===== src/rtl/epp_pkg.sv =====
package epp_pkg;

    localparam logic [2:0] OFS_STATUS  = 3'd1;
    localparam logic [2:0] OFS_CONTROL = 3'd2;
    localparam logic [2:0] OFS_ADDR    = 3'd3;
    localparam logic [2:0] OFS_DATA    = 3'd4;

    localparam logic [7:0] CTL_DIR   = 8'h20;
    localparam logic [7:0] CTL_SEL   = 8'h08;
    localparam logic [7:0] CTL_INIT  = 8'h04;
    localparam logic [7:0] CTL_ALF   = 8'h02;
    localparam logic [7:0] CTL_STB   = 8'h01;
    localparam logic [7:0] CTL_MASK  = CTL_DIR | CTL_SEL | CTL_INIT | CTL_ALF | CTL_STB;
    localparam logic [7:0] CTL_RESET = CTL_SEL | CTL_INIT;
    localparam logic [7:0] CTL_WR_OK = CTL_INIT;
    localparam logic [7:0] CTL_RD_OK = CTL_DIR | CTL_INIT;

    typedef enum logic [1:0] {
        SZ_BYTE = 2'd0,
        SZ_HALF = 2'd1,
        SZ_WORD = 2'd2,
        SZ_WALT = 2'd3
    } size_e;

    typedef enum logic [1:0] {
        PH_IDLE    = 2'd0,
        PH_STROBE  = 2'd1,
        PH_RELEASE = 2'd2
    } phy_state_e;

    typedef enum logic [1:0] {
        SQ_IDLE  = 2'd0,
        SQ_ISSUE = 2'd1,
        SQ_WAIT  = 2'd2
    } seq_state_e;

endpackage


===== src/rtl/epp_gate.sv =====
module epp_gate
    import epp_pkg::*;
(
    input  logic [7:0] ctrl_i,
    output logic       wr_ok_o,
    output logic       rd_ok_o
);
    logic [7:0] masked;

    always_comb begin
        masked  = ctrl_i & CTL_MASK;
        wr_ok_o = (masked == CTL_WR_OK);
        rd_ok_o = (masked == CTL_RD_OK);
    end
endmodule


===== src/rtl/epp_lane_mux.sv =====
module epp_lane_mux #(
    parameter  int unsigned LANES = 4,
    localparam int unsigned IDX_W = (LANES > 1) ? $clog2(LANES) : 1,
    localparam int unsigned W     = LANES * 8
) (
    input  logic [W-1:0]     word_i,
    input  logic [IDX_W-1:0] sel_i,
    input  logic [IDX_W-1:0] last_i,
    input  logic [W-1:0]     acc_i,
    input  logic [7:0]       byte_i,
    output logic [7:0]       byte_o,
    output logic [W-1:0]     acc_o,
    output logic [W-1:0]     mask_o
);
    logic [7:0] lane [LANES];

    for (genvar g = 0; g < LANES; g++) begin : g_lane
        assign lane[g]          = word_i[g*8 +: 8];
        assign acc_o[g*8 +: 8]  = (sel_i == IDX_W'(g)) ? byte_i : acc_i[g*8 +: 8];
        assign mask_o[g*8 +: 8] = (IDX_W'(g) <= last_i) ? 8'hFF : 8'h00;
    end

    assign byte_o = lane[sel_i];
endmodule


===== src/rtl/epp_strobe_phy.sv =====
module epp_strobe_phy
    import epp_pkg::*;
#(
    parameter  int unsigned TMO_CYCLES = 64,
    localparam int unsigned CNT_W      = (TMO_CYCLES > 1) ? $clog2(TMO_CYCLES) : 1
) (
    input  logic       clk,
    input  logic       rst_n,
    input  logic       start_i,
    input  logic       is_addr_i,
    input  logic       is_write_i,
    input  logic [7:0] wbyte_i,
    input  logic       per_ready,
    input  logic [7:0] per_ad_i,
    output logic       per_addr_stb,
    output logic       per_data_stb,
    output logic       per_write,
    output logic       per_ad_oe,
    output logic [7:0] per_ad_o,
    output logic       fin_o,
    output logic       ok_o,
    output logic [7:0] rbyte_o
);
    typedef struct packed {
        phy_state_e       state;
        logic [CNT_W-1:0] cnt;
        logic             is_addr;
        logic             is_write;
        logic [7:0]       wbyte;
        logic [7:0]       rbyte;
        logic             ok;
    } phy_t;

    phy_t d, q;

    always_comb begin
        d = q;
        unique case (q.state)
            PH_IDLE: begin
                if (start_i) begin
                    d.state    = PH_STROBE;
                    d.cnt      = '0;
                    d.is_addr  = is_addr_i;
                    d.is_write = is_write_i;
                    d.wbyte    = wbyte_i;
                    d.ok       = 1'b0;
                end
            end
            PH_STROBE: begin
                if (per_ready) begin
                    d.ok    = 1'b1;
                    d.state = PH_RELEASE;
                    if (!q.is_write) begin
                        d.rbyte = per_ad_i;
                    end
                end else if (q.cnt == CNT_W'(TMO_CYCLES - 1)) begin
                    d.ok    = 1'b0;
                    d.state = PH_RELEASE;
                end else begin
                    d.cnt = q.cnt + 1'b1;
                end
            end
            PH_RELEASE: d.state = PH_IDLE;
            default:    d.state = PH_IDLE;
        endcase
    end

    always_ff @(posedge clk or negedge rst_n) begin
        if (!rst_n) begin
            q <= '{state: PH_IDLE, cnt: '0, is_addr: 1'b0, is_write: 1'b0,
                   wbyte: 8'h00, rbyte: 8'h00, ok: 1'b0};
        end else begin
            q <= d;
        end
    end

    assign per_addr_stb = (q.state == PH_STROBE) && q.is_addr;
    assign per_data_stb = (q.state == PH_STROBE) && !q.is_addr;
    assign per_write    = (q.state != PH_IDLE) && q.is_write;
    assign per_ad_oe    = (q.state != PH_IDLE) && q.is_write;
    assign per_ad_o     = q.wbyte;
    assign fin_o        = (q.state == PH_RELEASE);
    assign ok_o         = q.ok;
    assign rbyte_o      = q.rbyte;
endmodule


===== src/rtl/epp_cycle_ctrl.sv =====
module epp_cycle_ctrl
    import epp_pkg::*;
#(
    parameter int unsigned DATA_W     = 32,
    parameter int unsigned TMO_CYCLES = 64
) (
    input  logic              clk,
    input  logic              rst_n,
    input  logic              host_req,
    input  logic              host_we,
    input  logic [2:0]        host_addr,
    input  logic [1:0]        host_size,
    input  logic [DATA_W-1:0] host_wdata,
    output logic              host_busy,
    output logic              host_done,
    output logic [DATA_W-1:0] host_rdata,
    output logic [7:0]        per_ad_o,
    output logic              per_ad_oe,
    input  logic [7:0]        per_ad_i,
    output logic              per_addr_stb,
    output logic              per_data_stb,
    output logic              per_write,
    input  logic              per_ready
);
    localparam int unsigned LANES = DATA_W / 8;
    localparam int unsigned IDX_W = (LANES > 1) ? $clog2(LANES) : 1;

    typedef struct packed {
        seq_state_e        state;
        logic              we;
        logic              is_addr;
        logic [IDX_W-1:0]  last;
        logic [IDX_W-1:0]  idx;
        logic [DATA_W-1:0] wdata;
        logic [DATA_W-1:0] acc;
        logic              tmo;
        logic [7:0]        ctrl;
        logic              done;
        logic [DATA_W-1:0] rdata;
    } seq_t;

    seq_t d, q;

    logic              wr_ok, rd_ok;
    logic [7:0]        cur_byte;
    logic [DATA_W-1:0] acc_merged;
    logic [DATA_W-1:0] width_mask;
    logic              phy_start, phy_fin, phy_ok;
    logic [7:0]        phy_rbyte;
    logic [IDX_W-1:0]  req_last;
    logic [7:0]        ctrl_cur;
    logic              tmo_cur;

    epp_gate u_gate (
        .ctrl_i  (q.ctrl),
        .wr_ok_o (wr_ok),
        .rd_ok_o (rd_ok)
    );

    epp_lane_mux #(.LANES(LANES)) u_lanes (
        .word_i (q.wdata),
        .sel_i  (q.idx),
        .last_i (q.last),
        .acc_i  (q.acc),
        .byte_i (phy_rbyte),
        .byte_o (cur_byte),
        .acc_o  (acc_merged),
        .mask_o (width_mask)
    );

    epp_strobe_phy #(.TMO_CYCLES(TMO_CYCLES)) u_phy (
        .clk          (clk),
        .rst_n        (rst_n),
        .start_i      (phy_start),
        .is_addr_i    (q.is_addr),
        .is_write_i   (q.we),
        .wbyte_i      (cur_byte),
        .per_ready    (per_ready),
        .per_ad_i     (per_ad_i),
        .per_addr_stb (per_addr_stb),
        .per_data_stb (per_data_stb),
        .per_write    (per_write),
        .per_ad_oe    (per_ad_oe),
        .per_ad_o     (per_ad_o),
        .fin_o        (phy_fin),
        .ok_o         (phy_ok),
        .rbyte_o      (phy_rbyte)
    );

    // size code to index of the last byte lane; the address offset is always one byte
    always_comb begin
        if (host_addr == OFS_ADDR) begin
            req_last = '0;
        end else begin
            unique case (size_e'(host_size))
                SZ_BYTE: req_last = '0;
                SZ_HALF: req_last = IDX_W'(1);
                default: req_last = IDX_W'(LANES - 1);
            endcase
        end
    end

    always_comb begin
        d      = q;
        d.done = 1'b0;
        unique case (q.state)
            SQ_IDLE: begin
                if (host_req) begin
                    d.rdata = '0;
                    unique case (host_addr)
                        OFS_STATUS: begin
                            d.done = 1'b1;
                            if (host_we) begin
                                if (host_wdata[0]) d.tmo = 1'b0;
                            end else begin
                                d.rdata = DATA_W'(q.tmo);
                            end
                        end
                        OFS_CONTROL: begin
                            d.done = 1'b1;
                            if (host_we) d.ctrl  = host_wdata[7:0];
                            else         d.rdata = DATA_W'(q.ctrl);
                        end
                        OFS_ADDR, OFS_DATA: begin
                            d.we      = host_we;
                            d.is_addr = (host_addr == OFS_ADDR);
                            d.last    = req_last;
                            d.idx     = '0;
                            d.wdata   = host_wdata;
                            d.acc     = '0;
                            if (host_we ? wr_ok : rd_ok) begin
                                d.state = SQ_ISSUE;
                            end else begin
                                d.done = 1'b1;
                                if (!host_we) d.rdata = ~(~'0 << (8 * (int'(req_last) + 1)));
                            end
                        end
                        default: d.done = 1'b1;
                    endcase
                end
            end
            SQ_ISSUE: d.state = SQ_WAIT;
            SQ_WAIT: begin
                if (phy_fin) begin
                    if (!phy_ok) begin
                        d.tmo   = 1'b1;
                        d.done  = 1'b1;
                        d.rdata = q.we ? '0 : width_mask;
                        d.state = SQ_IDLE;
                    end else begin
                        d.acc = acc_merged;
                        if (q.idx == q.last) begin
                            d.done  = 1'b1;
                            d.rdata = q.we ? '0 : acc_merged;
                            d.state = SQ_IDLE;
                        end else begin
                            d.idx   = q.idx + 1'b1;
                            d.state = SQ_ISSUE;
                        end
                    end
                end
            end
            default: d.state = SQ_IDLE;
        endcase
    end

    always_ff @(posedge clk or negedge rst_n) begin
        if (!rst_n) begin
            q <= '{state: SQ_IDLE, we: 1'b0, is_addr: 1'b0, last: '0, idx: '0,
                   wdata: '0, acc: '0, tmo: 1'b0, ctrl: CTL_RESET, done: 1'b0,
                   rdata: '0};
        end else begin
            q <= d;
        end
    end

    assign phy_start  = (q.state == SQ_ISSUE);
    assign host_busy  = (q.state != SQ_IDLE);
    assign host_done  = q.done;
    assign host_rdata = q.rdata;
    assign ctrl_cur   = q.ctrl;
    assign tmo_cur    = q.tmo;
endmodule


===== config.mk =====
export PLATFORM = sky130hd
export DESIGN_NAME = epp_cycle_ctrl
export DESIGN_NICKNAME = d
export VERILOG_FILES = /design/src/rtl/epp_pkg.sv /design/src/rtl/epp_gate.sv /design/src/rtl/epp_lane_mux.sv /design/src/rtl/epp_strobe_phy.sv /design/src/rtl/epp_cycle_ctrl.sv
export SDC_FILE = /design/constraint.sdc
export NUM_CORES = 1
export LEC_CHECK = 0
export BUFFER_PORTS_ARGS = -buffer_cell sky130_fd_sc_hd__buf_2
export CAP_MARGIN = 30
export CORE_UTILIZATION = 40
export DETAILED_ROUTE_END_ITERATION = 7
export PLACE_DENSITY = 0.58
export SKIP_CTS_REPAIR_TIMING = 1
export SYNTH_ARGS = -nofsm -noshare
export SYNTH_HDL_FRONTEND = slang
export SYNTH_HIERARCHICAL = 1
export SYNTH_SLANG_ARGS = --single-unit

===== constraint.sdc =====
create_clock -name clk -period 2.7 [get_ports clk]
set_input_delay 0.135 -clock clk [delete_from_list [all_inputs] [get_ports clk]]
set_output_delay 0.135 -clock clk [all_outputs]
set_load 0.01 [all_outputs]

==> impl_results.md <==
* Critical path class: register to register
* FILL cells at approximately 1700
* Clock tree root buffer cell: sky130_fd_sc_hd__clkbuf_16
* Total clock sinks at about 140
* Number of iterations in the first detailed-routing pass at 4
* Library cells used by synthesis at between 70 and 80
* Floorplan die area at a little over 20000 um^2
* Worst skew pair latency at between 0.4 and 0.5 ns
* Vias post-DR at slightly above 5000
* Critical Path Start Type: register
* Worst vdd rail ir drop at 0.0005546 V
* Violations in the final reports: negative hold slack
* Type of the tightest min-delay check: input port to register
* Detail-routed net length per standard cell at around 17 um
* Crit path DAT at ~2.5 ns
* Number of failing setup endpoints in the final timing report at 0
* Hold slack final at -0.001949 ns
* Number of port buffers at between 90 and 100
* Synthesis-stage register bit count at 141
* Top cell type by total area after synthesis: sky130_fd_sc_hd__dfrtp_1
* Required time reported for the critical path endpoint at a little over 3 ns
* Leakage power of the design at ~4.0 nW
* Nets at ~800
* Deepest clock path buffer count at 2
* Cell-internal power at roughly 0.0053 W
* Share of power burned in combinational logic at 0.321
* Clock power frac at 0.291
* Clock skew at roughly 0.013 ns
* Clock slew seen by the registers of the worst setup and hold paths at ~0.06 ns
* Vias in the first global route at approximately 5200
* Synthesized area at 7954 um^2
* Hold Path Stages at 2
* Maximum number of pins on one net before global-route repair at 71
* Global-route wire length before repair at about 28 mm
* Worst-case setup margin in the final layout at around 0.57 ns
* Post-route clock period utilization at 0.7905
* Startpoint of the worst hold path: host_addr[2]
* Antenna violations before repair at 1
* Top library cells by usage in the layout, fill and taps aside: 139 x sky130_fd_sc_hd__dfrtp_1, 94 x sky130_fd_sc_hd__buf_2, 89 x sky130_fd_sc_hd__mux2_2
* Worst setup EP type: register
* Net Sw Frac at 0.3466
* Fraction of power consumed by sequential logic at 0.389
* Number of synthesized flops with an enable pin at 0
* Cell area power density at between 800 and 900 nW/um^2
* Peak fanout along the critical path at 16
* Leading register cell type out of synthesis: sky130_fd_sc_hd__dfrtp_1
* Async SR Flop Fraction at 1.000
* Worst Hold End: q[110]
* Signed area change from the synthesized netlist to the final layout at 14.52%
* Cell types with the largest area share after synthesis: sky130_fd_sc_hd__dfrtp_1 44%, sky130_fd_sc_hd__mux2_2 13%, sky130_fd_sc_hd__buf_4 8.0%
* Max_slew headroom at 0.4758
* Total power of the final layout at between 0.008 and 0.009 W
* Number of core rows at just over 50
* Standard cell core area at 19460 um^2
* End of the worst register-to-register path: host_rdata[19]
* Number of instances in the synthesized netlist at ~690
* Worst slack at placement at ~0.6 ns
* Synth warnings at 6
* R2r startpoint: q[113]
* Total negative setup slack at 0 ns
* Upper clock frequency limit at 468.5 MHz
* Actual slew at the worst max-slew pin at between 0.7 and 0.8 ns
* Initial Utilization at 0.4087
* Post-detailed-route DRC marker count at 0
* Worst reg-to-reg setup slack at 0.57 ns
* Area of all sequential standard cells at 3531 um^2
* Sequential fraction of the synthesis area at 0.4439
* Share of Yosys cell area claimed by the top area cell type at 0.4373
* Routability-driven placement congestion ratio at between 0.8 and 0.9
* Share of layout cells above drive strength 1 at 0.3626
* Number of maximum-capacitance constraint violations at 0
* Total count of hold-check failures in the final report at 1
* Count of nets left with antenna violations after detail routing at 0
* Maximum level of the CTS H-tree at 4
* Overall die width at around 140 um
* Final critical path time including I/O delays and setup at about 2.1 ns
* Ant diodes at 0
* Commonest non-fill, non-tap cell in the layout: sky130_fd_sc_hd__dfrtp_1
* Drt first-iter violations at about 250
* Area of the multi-input gates at 3503 um^2
* Total grt overflow at 0
* Ratio of routed vias to standard cells at 5.034
* Number of max-slew violations in the final report at 0
* Switching power total at 0.002806 W
* GRT Resource Usage Total at 0.1832
* Post-detailed-placement half-perimeter wirelength at about 12 mm
* Number of clock buffers inserted by TritonCTS at 17
* Top-Level Pins at between 90 and 100
* Outcome: finished with violations
* Chip Height at around 140 um
* Overall routed net length at ~18 mm
* Clock tree from TritonCTS: built
* Post-synthesis average cell area at 11.51 um^2
* Worst r2r path cells at 4
* RSZ-0062 raised after global routing: no
-- routing by layer --
layer	track usage	vias to the layer above	wire (um)
met4	0.04697	2	107
met1	0.2330	2597	7950
met3	0.05064	10	711
met5	0	-	13
met2	0.3060	100	8731
li1	-	2471	-
-- area by class of cell --
type	count	area share
inverter	39	0.01607
timing repair buffer	149	0.1100
clock buffer	17	0.04670
tap	265	0.03640
sequential	141	0.3876
clock inverter	15	0.01854
multi-input combinational	403	0.3846
-- power groups by stage --
stage | combinational [W] | clock, W | sequential, W
final | 0.00260 | 0.00235 | 0.00315
after global routing | 0.00284 | 0.00250 | 0.00323
after detailed placement | 0.00257 | 0 | 0.00319
after CTS | 0.00258 | 0.00241 | 0.00315
after floorplan | 0.00251 | 0 | 0.00294
after global placement | 0.00251 | 0 | 0.00316
-- logic make-up (layout without fill, tap and decap cells) --
logic type	Yosys count	after routing	share of synthesized area
AOI/OAI and AO/OA	88	88	0.08983
xor gates and xnor gates	3	3	0.003304
adders and majority gates	1	1	0.001573
buffers and inverters	154	220	0.1200
DFF	141	141	0.4439
muxes	166	166	0.2408
other	1	8	0.0004715
and+or+nand+nor	137	137	0.1001
-- how the worst max path moves through the flow --
stage / from / end / slack [ns] / depth (start not counted)
floorplan: q[106] / host_rdata[0] / 0.85 / 5
global placement: q[113] / host_rdata[31] / 0.69 / 4
detailed placement: q[113] / host_rdata[19] / 0.60 / 4
CTS: u_phy/q[26] / q[61] / 0.57 / 6
global route: u_phy/q[26] / q[61] / 0.42 / 6
finish: q[113] / host_rdata[19] / 0.57 / 4
-- critical path, cell delays in order, from the launching register on --
cell                       delay (ns)
sky130_fd_sc_hd__dfrtp_1         0.53
sky130_fd_sc_hd__nor3b_4         0.40
sky130_fd_sc_hd__o21ai_4         0.14
sky130_fd_sc_hd__o311ai_4        0.72
sky130_fd_sc_hd__o22a_1          0.26
-- cell usage after synthesis, types with 6 or more instances --
master                       n
sky130_fd_sc_hd__dfrtp_1   139
sky130_fd_sc_hd__mux2_2     89
sky130_fd_sc_hd__buf_4      85
sky130_fd_sc_hd__mux2i_1    59
sky130_fd_sc_hd__nand2_1    45
sky130_fd_sc_hd__inv_1      38
sky130_fd_sc_hd__nor3_1     24
sky130_fd_sc_hd__o22a_1     24
sky130_fd_sc_hd__o21ai_0    16
sky130_fd_sc_hd__clkbuf_1   14
sky130_fd_sc_hd__nor2b_1    13
sky130_fd_sc_hd__nor2_1     12
sky130_fd_sc_hd__a21oi_1    10
sky130_fd_sc_hd__buf_2      10
sky130_fd_sc_hd__a221o_1     8
sky130_fd_sc_hd__mux2_4      8
sky130_fd_sc_hd__mux4_2      8
sky130_fd_sc_hd__buf_6       6
-- state kept, by name (all words and copies together), names as in the netlist --
| register | cells |
|---|---|
| u_phy/per_ad_o | 8 |
| ctrl_cur | 8 |
| host_done | 1 |
| tmo_cur | 1 |
| host_rdata | 32 |
| q | 72 |
| u_phy/ok_o | 1 |
| u_phy/q | 10 |
| u_phy/rbyte_o | 8 |
-- per-stage QoR --
| step | hold slack (ns) | cell area (um^2) | utilization | cells |
|---|---|---|---|---|
| final | -0.001949 | 9109 | 0.4680 | 1029 |
| after global routing | 0.02808 | 9109 | 0.4680 | 1029 |
| after CTS | -0.2542 | 8698 | 0.4469 | 988 |
| after detailed placement | 0.2059 | 8104 | 0.4164 | 956 |
| after global placement | 0.2006 | 8104 | 0.4164 | 956 |
| after floorplan | -0.1606 | 7980 | - | 698 |
Note: power is estimated with default switching activity, not from simulation.
